--- src/rtl/xmem_pkg.sv ---
package xmem_pkg;

  localparam int XM_ADDR_W  = 16;
  localparam int XM_DATA_W  = 8;
  localparam int XM_SIZE_W  = 2;
  localparam int XM_ERAM_AW = 11;
  localparam int XM_EXT_CYC = 6;
  localparam int XM_BASE    = 256;

  typedef enum logic [1:0] {
    ST_IDLE   = 2'd0,
    ST_ONCHIP = 2'd1,
    ST_EXT    = 2'd2
  } xm_state_e;

endpackage

--- src/rtl/xmem_route.sv ---
module xmem_route
  import xmem_pkg::*;
#(
  parameter int ADDR_W  = XM_ADDR_W,
  parameter int SIZE_W  = XM_SIZE_W,
  parameter int ERAM_AW = XM_ERAM_AW
) (
  input  logic              use_dptr,
  input  logic [ADDR_W-1:0] addr,
  input  logic              page_mode,
  input  logic              ext_sel,
  input  logic [SIZE_W-1:0] size_code,
  output logic              to_onchip,
  output logic              drive_hi,
  output logic [ERAM_AW-1:0] ram_addr
);

  localparam int LIM_W = ADDR_W + 1;

  logic [ADDR_W-1:0] eff_addr;
  logic [LIM_W-1:0]  limit;
  logic              below;

  // indirect accesses carry only a low byte
  always_comb begin
    eff_addr = addr;
    if (!use_dptr) begin
      eff_addr = '0;
      eff_addr[7:0] = addr[7:0];
    end
  end

  assign limit = LIM_W'(XM_BASE) << size_code;
  assign below = ({1'b0, eff_addr} < limit);

  always_comb begin
    if (page_mode) begin
      to_onchip = !use_dptr || below;
    end else begin
      to_onchip = !ext_sel && below;
    end
  end

  assign drive_hi = use_dptr && !page_mode;
  assign ram_addr = eff_addr[ERAM_AW-1:0];

endmodule

--- src/rtl/xmem_seq.sv ---
module xmem_seq
  import xmem_pkg::*;
#(
  parameter int EXT_CYC = XM_EXT_CYC,
  localparam int PH_W   = $clog2(EXT_CYC + 1)
) (
  input  logic            clk,
  input  logic            rst_n,
  input  logic            start,
  input  logic            start_onchip,
  output logic            idle,
  output logic            in_onchip,
  output logic            in_ext,
  output logic [PH_W-1:0] phase,
  output logic            done
);

  xm_state_e       state_q, state_d;
  logic [PH_W-1:0] phase_q, phase_d;
  logic            done_q, done_d;

  always_comb begin
    state_d = state_q;
    phase_d = phase_q;
    done_d  = 1'b0;
    unique case (state_q)
      ST_IDLE: begin
        if (start) begin
          if (start_onchip) begin
            state_d = ST_ONCHIP;
          end else begin
            state_d = ST_EXT;
            phase_d = PH_W'(1);
          end
        end
      end
      ST_ONCHIP: begin
        state_d = ST_IDLE;
        done_d  = 1'b1;
      end
      ST_EXT: begin
        if (phase_q == PH_W'(EXT_CYC)) begin
          state_d = ST_IDLE;
          phase_d = '0;
          done_d  = 1'b1;
        end else begin
          phase_d = phase_q + PH_W'(1);
        end
      end
      default: begin
        state_d = ST_IDLE;
        phase_d = '0;
      end
    endcase
  end

  always_ff @(posedge clk or negedge rst_n) begin
    if (!rst_n) begin
      state_q <= ST_IDLE;
      phase_q <= '0;
      done_q  <= 1'b0;
    end else begin
      state_q <= state_d;
      phase_q <= phase_d;
      done_q  <= done_d;
    end
  end

  assign idle      = (state_q == ST_IDLE);
  assign in_onchip = (state_q == ST_ONCHIP);
  assign in_ext    = (state_q == ST_EXT);
  assign phase     = phase_q;
  assign done      = done_q;

endmodule

--- src/rtl/xmem_bus.sv ---
module xmem_bus
  import xmem_pkg::*;
#(
  parameter int ADDR_W  = XM_ADDR_W,
  parameter int DATA_W  = XM_DATA_W,
  parameter int EXT_CYC = XM_EXT_CYC,
  localparam int PH_W   = $clog2(EXT_CYC + 1),
  localparam int HI_W   = ADDR_W - DATA_W
) (
  input  logic              in_ext,
  input  logic [PH_W-1:0]   phase,
  input  logic              write,
  input  logic              drive_hi,
  input  logic [ADDR_W-1:0] addr,
  input  logic [DATA_W-1:0] wdata,
  input  logic [HI_W-1:0]   gpio_hi,
  output logic              ale,
  output logic              rd_n,
  output logic              wr_n,
  output logic [DATA_W-1:0] ad_out,
  output logic              ad_oe,
  output logic [HI_W-1:0]   hi_port,
  output logic              sample_rd
);

  localparam int PH_ALE   = 1;
  localparam int PH_ADDR  = 2;
  localparam int PH_STB0  = PH_ADDR + 1;
  localparam int PH_STB1  = EXT_CYC - 1;

  logic addr_phase;
  logic data_phase;
  logic strobe;

  assign addr_phase = in_ext && (phase <= PH_W'(PH_ADDR));
  assign data_phase = in_ext && (phase >= PH_W'(PH_STB0));
  assign strobe     = data_phase && (phase <= PH_W'(PH_STB1));

  assign ale    = in_ext && (phase == PH_W'(PH_ALE));
  assign rd_n   = !(strobe && !write);
  assign wr_n   = !(strobe && write);
  assign ad_oe  = addr_phase || (data_phase && write);
  assign ad_out = addr_phase ? addr[DATA_W-1:0] : wdata;

  assign hi_port = (in_ext && drive_hi) ? addr[ADDR_W-1:DATA_W] : gpio_hi;

  // last clock before the read strobe rises
  assign sample_rd = in_ext && !write && (phase == PH_W'(PH_STB1));

endmodule

--- src/rtl/xmem_ctrl.sv ---
module xmem_ctrl
  import xmem_pkg::*;
#(
  parameter int ADDR_W  = XM_ADDR_W,
  parameter int DATA_W  = XM_DATA_W,
  parameter int SIZE_W  = XM_SIZE_W,
  parameter int ERAM_AW = XM_ERAM_AW,
  parameter int EXT_CYC = XM_EXT_CYC,
  localparam int HI_W   = ADDR_W - DATA_W
) (
  input  logic               clk,
  input  logic               rst_n,
  input  logic               req_valid,
  input  logic               req_write,
  input  logic               req_dptr,
  input  logic [ADDR_W-1:0]  req_addr,
  input  logic [DATA_W-1:0]  req_wdata,
  output logic [DATA_W-1:0]  rdata,
  output logic               done,
  input  logic               cfg_page,
  input  logic               cfg_xsel,
  input  logic [SIZE_W-1:0]  cfg_size,
  input  logic [HI_W-1:0]    gpio_hi,
  output logic               ram_en,
  output logic               ram_we,
  output logic [ERAM_AW-1:0] ram_addr,
  output logic [DATA_W-1:0]  ram_wdata,
  input  logic [DATA_W-1:0]  ram_rdata,
  output logic [DATA_W-1:0]  ad_out,
  output logic               ad_oe,
  input  logic [DATA_W-1:0]  ad_in,
  output logic               ale,
  output logic               rd_n,
  output logic               wr_n,
  output logic [HI_W-1:0]    hi_port
);

  localparam int PH_W = $clog2(EXT_CYC + 1);

  logic              route_onchip;
  logic              route_hi;
  logic              idle, in_onchip, in_ext, sample_rd;
  logic [PH_W-1:0]   phase;
  logic              accept;

  logic              q_write, q_write_d;
  logic              q_hi, q_hi_d;
  logic [ADDR_W-1:0] q_addr, q_addr_d;
  logic [DATA_W-1:0] q_wdata, q_wdata_d;
  logic [DATA_W-1:0] rdata_q, rdata_d;
  logic              rdata_en;

  xmem_route #(
    .ADDR_W (ADDR_W),
    .SIZE_W (SIZE_W),
    .ERAM_AW(ERAM_AW)
  ) u_route (
    .use_dptr (req_dptr),
    .addr     (req_addr),
    .page_mode(cfg_page),
    .ext_sel  (cfg_xsel),
    .size_code(cfg_size),
    .to_onchip(route_onchip),
    .drive_hi (route_hi),
    .ram_addr (ram_addr)
  );

  xmem_seq #(
    .EXT_CYC(EXT_CYC)
  ) u_seq (
    .clk         (clk),
    .rst_n       (rst_n),
    .start       (req_valid),
    .start_onchip(route_onchip),
    .idle        (idle),
    .in_onchip   (in_onchip),
    .in_ext      (in_ext),
    .phase       (phase),
    .done        (done)
  );

  assign accept = req_valid && idle;

  // request capture, clock-enabled on accept
  always_comb begin
    q_write_d = q_write;
    q_hi_d    = q_hi;
    q_addr_d  = q_addr;
    q_wdata_d = q_wdata;
    if (accept) begin
      q_write_d = req_write;
      q_hi_d    = route_hi;
      q_addr_d  = req_addr;
      q_wdata_d = req_wdata;
    end
  end

  always_ff @(posedge clk or negedge rst_n) begin
    if (!rst_n) begin
      q_write <= 1'b0;
      q_hi    <= 1'b0;
      q_addr  <= '0;
      q_wdata <= '0;
    end else begin
      q_write <= q_write_d;
      q_hi    <= q_hi_d;
      q_addr  <= q_addr_d;
      q_wdata <= q_wdata_d;
    end
  end

  // on-chip port is driven straight from the request in the accept cycle
  assign ram_en    = accept && route_onchip;
  assign ram_we    = ram_en && req_write;
  assign ram_wdata = req_wdata;

  xmem_bus #(
    .ADDR_W (ADDR_W),
    .DATA_W (DATA_W),
    .EXT_CYC(EXT_CYC)
  ) u_bus (
    .in_ext   (in_ext),
    .phase    (phase),
    .write    (q_write),
    .drive_hi (q_hi),
    .addr     (q_addr),
    .wdata    (q_wdata),
    .gpio_hi  (gpio_hi),
    .ale      (ale),
    .rd_n     (rd_n),
    .wr_n     (wr_n),
    .ad_out   (ad_out),
    .ad_oe    (ad_oe),
    .hi_port  (hi_port),
    .sample_rd(sample_rd)
  );

  // read data register
  assign rdata_en = sample_rd || (in_onchip && !q_write);

  always_comb begin
    rdata_d = rdata_q;
    if (rdata_en) begin
      rdata_d = sample_rd ? ad_in : ram_rdata;
    end
  end

  always_ff @(posedge clk or negedge rst_n) begin
    if (!rst_n) begin
      rdata_q <= '0;
    end else begin
      rdata_q <= rdata_d;
    end
  end

  assign rdata = rdata_q;

endmodule

--- config.mk ---
export PLATFORM = sky130hd
export DESIGN_NAME = xmem_ctrl
export DESIGN_NICKNAME = d
export VERILOG_FILES = /design/src/rtl/xmem_pkg.sv /design/src/rtl/xmem_route.sv /design/src/rtl/xmem_seq.sv /design/src/rtl/xmem_bus.sv /design/src/rtl/xmem_ctrl.sv
export SDC_FILE = /design/constraint.sdc
export NUM_CORES = 1
export LEC_CHECK = 0
export CAP_MARGIN = 10
export CORE_MARGIN = 5
export CORE_UTILIZATION = 46
export CTS_BUF_LIST = sky130_fd_sc_hd__clkbuf_8
export CTS_CLUSTER_DIAMETER = 150
export DETAILED_ROUTE_END_ITERATION = 10
export PLACE_DENSITY = 0.89
export SLEW_MARGIN = 20
export SYNTH_ARGS = -nofsm -noshare
export SYNTH_HDL_FRONTEND = slang
export SYNTH_SLANG_ARGS = --single-unit
export TNS_END_PERCENT = 30
--- constraint.sdc ---
create_clock -name clk -period 4 [get_ports clk]
set_clock_uncertainty 0.2 [all_clocks]
set_input_delay 0.8 -clock clk [delete_from_list [all_inputs] [get_ports clk]]
set_output_delay 0.8 -clock clk [all_outputs]
set_load 0.01 [all_outputs]
After elaboration in Yosys (flattened, before gate mapping)
Index checks and enable logic that the tools add are counted.
Storage, ports and cells
  word-level logic and storage cells: 66
  output and inout port bits: 50
  bits in registers: 40
  bits of input ports: 57
Cells by class
  equality and inequality tests: 8
  shift-type cells: 1
  bitwise operators: 1
  $lt $le $gt $ge: 4
  $add $sub $neg: 1
  reduce and logical (&&, ||, !) cells: 28
  multiplexer cells: 15
Operators with widths (count)
  $mux 8: 3
  $lt 16x17->1: 1
  $shl 9x2->17 const A: 1
  $logic_and 1x1->1: 16
  $mux 16: 1
  $mux 3: 3
  $pmux 3 s3: 1
  $eq 3x3->1 const B: 2
  $logic_not 1->1: 6
  $mux 2: 3
  $ne 2x2->1 const B: 3
  $pmux 2 s2: 1
  $add 3x1->3 const B: 1
  $eq 3x1->1 const B: 1
  $ge 3x2->1 const B: 1
  $le 3x2->1 const B: 1
  $le 3x3->1 const B: 1
  $logic_or 1x1->1: 3
  $reduce_and 3->1: 1
  $eq 2x1->1 const B: 1
  $eq 2x2->1 const B: 1
  $logic_not 2->1: 1
  $mux 1: 2
  $pmux 1 s2: 1
  other kinds (2): 2

Longest topological paths before layout
  depth after elaboration: 7
  mapped depth: 7
  mapped depth without buffers: 6

Hierarchy
Synthesis repeated with hierarchy kept, for this count alone.
Unflattened totals
  cell total of the unflattened synthesis: 198
  area, all modules: 2516.2 µm²
By module, submodules not included
  xmem_ctrl: times used 1, seq. area each 850.8 µm², area each 1656.6 µm², cells each 108
  xmem_seq: times used 1, seq. area each 150.1 µm², area each 369.1 µm², cells each 34
  xmem_bus: times used 1, seq. area each 0.0 µm², area each 267.8 µm², cells each 27
  xmem_route: times used 1, seq. area each 0.0 µm², area each 222.7 µm², cells each 29

Worst setup path after synthesis
OpenSTA, ideal clock, no wires.
  kind: input-to-output
  from: input cfg_size[1]
  to: output ram_we
  stages on the path: 6
  arrival: 2057 ps
  setup slack: 943 ps
  required time: 3000 ps
  path buffers: 0
  cell sequence: or2_2 -> ha_1 -> o21ai_0 -> a221oi_1 -> nand3b_1 -> nor2_1
Between the ends
  word-level cells in the longest chain between the ends: 6
  elaborated cells on any way between the ends: 7
  those cells by class: 1 x order compare; 1 x shift; 1 x mux; 4 x reduce/logical
RTL lines
  start, declared: line xmem_ctrl.sv:22  | input logic [SIZE_W-1:0] cfg_size,
  $shl 9x2->17 *: line xmem_route.sv:33  | assign limit = LIM_W'(XM_BASE) << size_code;
  $lt 16x17->1 *: line xmem_route.sv:34  | assign below = ({1'b0, eff_addr} < limit);
  $logic_and 1x1->1 or $logic_or 1x1->1 (tied branches): line xmem_route.sv:40, xmem_route.sv:38
  $mux 1 *: line xmem_route.sv:37  | if (page_mode) begin
  $logic_and 1x1->1 *: line xmem_ctrl.sv:113  | assign ram_en = accept && route_onchip;
  $logic_and 1x1->1 *: line xmem_ctrl.sv:114  | assign ram_we = ram_en && req_write;
  end, declared: line xmem_ctrl.sv:25  | output logic ram_we,
Mark *: on every way between the ends. The rest lies on a longest branch, timed or not.

Worst setup path after layout
  from: input req_dptr
  to: output ram_we
Between the ends
  word-level cells in the longest chain between the ends: 6
  elaborated cells on any way between the ends: 8
  those cells by class: 1 x order compare; 2 x mux; 5 x reduce/logical
RTL lines
  start, declared: line xmem_ctrl.sv:15  | input logic req_dptr,
  $mux 16: line xmem_route.sv:27  | if (!use_dptr) begin
  $lt 16x17->1: line xmem_route.sv:34
  $logic_and 1x1->1 or $logic_or 1x1->1 (tied branches): line xmem_route.sv:40, xmem_route.sv:38
  $mux 1 *: line xmem_route.sv:37
  $logic_and 1x1->1 *: line xmem_ctrl.sv:113
  $logic_and 1x1->1 *: line xmem_ctrl.sv:114
Marked as above.

==> impl_metrics.sql <==
INSERT INTO impl_metrics (metric_group, metric, value, unit) VALUES
('yosys', 'synthesized_area_per_cell', '11.1', 'um^2'),
('grt', 'grt_pass1_wl', '9.03', 'mm'),
('critical_path', 'critical_path_required', '3000', 'ps'),
('clock_tree', 'numCtsBuffers', '5', ''),
('critical_path', 'path_class', 'in -> out', ''),
('final_layout', 'layoutNonFillerInstCount', '370', ''),
('timing', 'final_period_minus_worst_setup_slack', '3800', 'ps'),
('grt', 'grt_antenna_before_repair', '0', ''),
('yosys', 'seq_area_frac_synth', '0.446', ''),
('power_and_ir_drop', 'power.switching_fraction', '0.337', ''),
('yosys', 'syn-num-nets', '268', ''),
('final_layout', 'insertedDiodeCount', '0', ''),
('yosys', 'synth-seq-cells', '40', ''),
('routing', 'first_pass_iters', '4', ''),
('routing', 'count_of_routing_violations_after_the_opening_detailed_route_iteration', '41', ''),
('timing', 'max_slew_margin', '0.413', ''),
('grt', 'pin_count_of_the_biggest_net_entering_global_routing', '41', ''),
('routing', 'wl_per_cell', '15.4', 'um'),
('place', 'placedCellCount', '362', ''),
('die', 'initial_core_util', '0.475', ''),
('final_layout', 'utilization', '0.719', ''),
('place', 'io_buffer_count', '106', ''),
('clock_tree', 'post_cts.repair.setup_buffers', '0', ''),
('clock_tree', 'tritoncts_sink_count', '40', ''),
('power_and_ir_drop', 'worst_ir_drop_vdd', '0.363', 'mV'),
('grt', 'grt_pass1_vias', '1944', ''),
('clock_tree', 'cts_hold_buffers', '0', ''),
('timing', 'setup_repair_after_global_routing_missed_its_margin', 'false', ''),
('critical_path', 'critPathCaptureType', 'output port', ''),
('power_and_ir_drop', 'reported_leakage_power', '1.42', 'nW'),
('critical_path', 'cp_data_arrival_time', '2800', 'ps'),
('power_and_ir_drop', 'seqPwrFrac', '0.357', ''),
('grt', 'grt_remaining_overflow', '0', ''),
('clock_tree', 'clk_path_buf_depth', '2', ''),
('final_layout', 'post_route_cells_drive_above_1_share', '0.215', ''),
('routing', 'route.final.wire_length', '5.72', 'mm'),
('power_and_ir_drop', 'power_density', '592', 'nW/um^2'),
('yosys', 'post_synth_instance_area', '2240', 'um^2'),
('timing', 'setup_viol', '0', ''),
('timing', 'pins_over_slew_limit', '0', ''),
('timing', 'tightest_slew', '880', 'ps'),
('timing', 'total_negative_slack', '0', 'ps'),
('yosys', 'yosysUniqueCellTypes', '35', ''),
('clock_tree', 'cts-htree-levels', '2', ''),
('power_and_ir_drop', 'power.net_switching', '0.676', 'mW'),
('hold_path', 'worst_hold_path_type', 'reg -> reg', ''),
('critical_path', 'largest_fanout_on_the_critical_path', '6', ''),
('timing', 'finalHoldViolations', '0', ''),
('grt', 'gr-usage-all-layers', '0.182', ''),
('clock_tree', 'cts_tree', 'done', ''),
('clock_tree', 'clkTransAtPathRegs', '80', 'ps'),
('die', 'num_rows', '25', ''),
('flow_run', 'max_cap_violations', '0', ''),
('clock_tree', 'root_buffer', 'sky130_fd_sc_hd__clkbuf_8', ''),
('final_layout', 'area_growth', '51.3', '%'),
('power_and_ir_drop', 'clockPowerShare', '0.143', ''),
('timing', 'hold_ws', '283', 'ps'),
('routing', 'detail-route-antenna-nets', '0', ''),
('power_and_ir_drop', 'intPower', '1.33', 'mW'),
('outcome', 'outcome', 'finished, final reports clean', ''),
('timing', 'post-route-period-util', '0.950', ''),
('routing', 'post-route-drc-count', '0', ''),
('clock_tree', 'insertion_delay', '300', 'ps'),
('power_and_ir_drop', 'power', '2.01', 'mW'),
('routing', 'route.vias.total', '1861', ''),
('die', 'die_h', '79.9', 'um'),
('timing', 'achievable-frequency', '263', 'MHz'),
('yosys', 'synth.yosys.warnings', '0', ''),
('critical_path', 'setup.worst_path.start_class', 'input port', ''),
('place', 'gp_routability_congestion', '0.780', ''),
('power_and_ir_drop', 'p_comb_frac', '0.500', ''),
('die', 'die_x', '79.9', 'um'),
('die', 'core-area', '4720', 'um^2'),
('die', 'top_level_ports', '107', ''),
('die', 'floorplan.die_area', '6380', 'um^2'),
('place', 'place.detailed.hpwl', '4.53', 'mm'),
('yosys', 'syn-instance-count', '203', ''),
('routing', 'routed_via_density', '5.03', ''),
('final_layout', 'final_nets', '367', ''),
('clock_tree', 'post_cts_resized', '4', '');
[final cells by class]
type,instances,area [um^2]
clock buffers,6,82.6
clock inverters,2,15.0
fillers,375,1330
inverters,8,30.0
multi-input cells,133,1070
flip-flops and latches,40,1000
well taps,67,83.8
repair buffers,114,1110
[cell usage after synthesis (all sizes together)]
master	number	area share
nand2b	4	0.011
o21bai	1	0.0050
o21a	4	0.013
inv	8	0.013
clkbuf	5	0.0084
and2	5	0.014
o31ai	1	0.0033
nor2	7	0.015
nor2b	2	0.0056
o32a	1	0.0050
a311oi	1	0.0039
a22o	1	0.0045
o21ai	15	0.033
a221oi	1	0.0039
a22oi	9	0.030
nor3	2	0.0045
nand4	1	0.0028
a31o	1	0.0039
and4b	1	0.0045
or2	1	0.0028
o41ai	1	0.0072
ha	8	0.045
buf	17	0.056
mux2	41	0.21
or3	1	0.0028
a21oi	1	0.0022
o211a	1	0.0045
nand3	1	0.0022
nand3b	1	0.0033
nand2	19	0.032
dfrtp	40	0.45
nand4b	1	0.0039
[worst max-delay path, cell delays in order]
cell and delay [ps]:
sky130_fd_sc_hd__clkdlybuf4s50_1 490, sky130_fd_sc_hd__and2_1 230, sky130_fd_sc_hd__ha_1 290, sky130_fd_sc_hd__o21ai_1 70, sky130_fd_sc_hd__a221oi_1 340, sky130_fd_sc_hd__nand3b_1 220, sky130_fd_sc_hd__nor2_1 60, sky130_fd_sc_hd__dlygate4sd2_1 290
[kinds of logic after synthesis]
group	count (synthesis)	share of synthesized area
DFF	40	0.446
AOI/OAI and AO/OA	38	0.120
adders and majority gates	8	0.0446
and+or+nand+nor	46	0.104
buffers and inverters	30	0.0775
muxes	41	0.207
[registers in the layout, indices dropped and copies added, names as in the netlist]
| name | cells |
|---|---|
| u_seq.done | 1 |
| q_addr | 16 |
| rdata | 8 |
| q_write | 1 |
| u_seq.state_q | 2 |
| u_seq.phase | 3 |
| q_wdata | 8 |
| q_hi | 1 |
[power groups by stage]
stage | Combinational [mW] | Clock [mW] | Sequential, mW
floorplan | 0.562 | 0 | 0.703
global placement | 0.985 | 0 | 0.713
detailed placement | 1.01 | 0 | 0.725
CTS | 1.02 | 0.298 | 0.718
global route | 1.09 | 0.312 | 0.743
finish | 1.00 | 0.287 | 0.717
[path summary, 6_finish.rpt]
check                                                   from                    end  slack, ps  depth (start not counted)
worst max-delay path                                req_dptr                 ram_we        200                          8
worst min-delay path                    rdata[1]$_DFFE_PN0P_   rdata[1]$_DFFE_PN0P_        280                          2
worst max register to register  u_seq.state_q[0]$_DFFE_PN0P_   rdata[4]$_DFFE_PN0P_       1850                          6
worst min register to register          rdata[1]$_DFFE_PN0P_   rdata[1]$_DFFE_PN0P_        280                          2
max in group asynchronous                              rst_n  q_addr[9]$_DFFE_PN0P_       2630                          1
min in group asynchronous                              rst_n   u_seq.done$_DFF_PN0_        410                          1
[cell usage in the layout (no fill, tap or decap), types with 4 or more instances in the layout]
| cell type | instances |
|---|---|
| sky130_fd_sc_hd__a22oi_1 | 9 |
| sky130_fd_sc_hd__and2_1 | 5 |
| sky130_fd_sc_hd__buf_4 | 8 |
| sky130_fd_sc_hd__clkbuf_8 | 6 |
| sky130_fd_sc_hd__clkdlybuf4s50_1 | 103 |
| sky130_fd_sc_hd__dfrtp_1 | 40 |
| sky130_fd_sc_hd__ha_1 | 8 |
| sky130_fd_sc_hd__inv_1 | 8 |
| sky130_fd_sc_hd__mux2_2 | 40 |
| sky130_fd_sc_hd__nand2_1 | 19 |
| sky130_fd_sc_hd__nand2b_1 | 4 |
| sky130_fd_sc_hd__nor2_1 | 6 |
| sky130_fd_sc_hd__o21a_1 | 4 |
| sky130_fd_sc_hd__o21ai_0 | 13 |
[per-layer routing]
metal  share of wire  vias up  track usage
met3           0.074       11       0.0576
met5               0        -            0
met4           0.016        0       0.0557
met1            0.39      875        0.210
met2            0.52       64        0.321
li1                -      911            -
[through the flow]
step	setup WS, ps	cell area (um^2)
floorplan	943	2240
global placement	-45.9	3300
detailed placement	-142	3300
CTS	211	3400
global route	31.3	3400
finish	198	3400
Note: power is estimated with default switching activity, not from simulation.
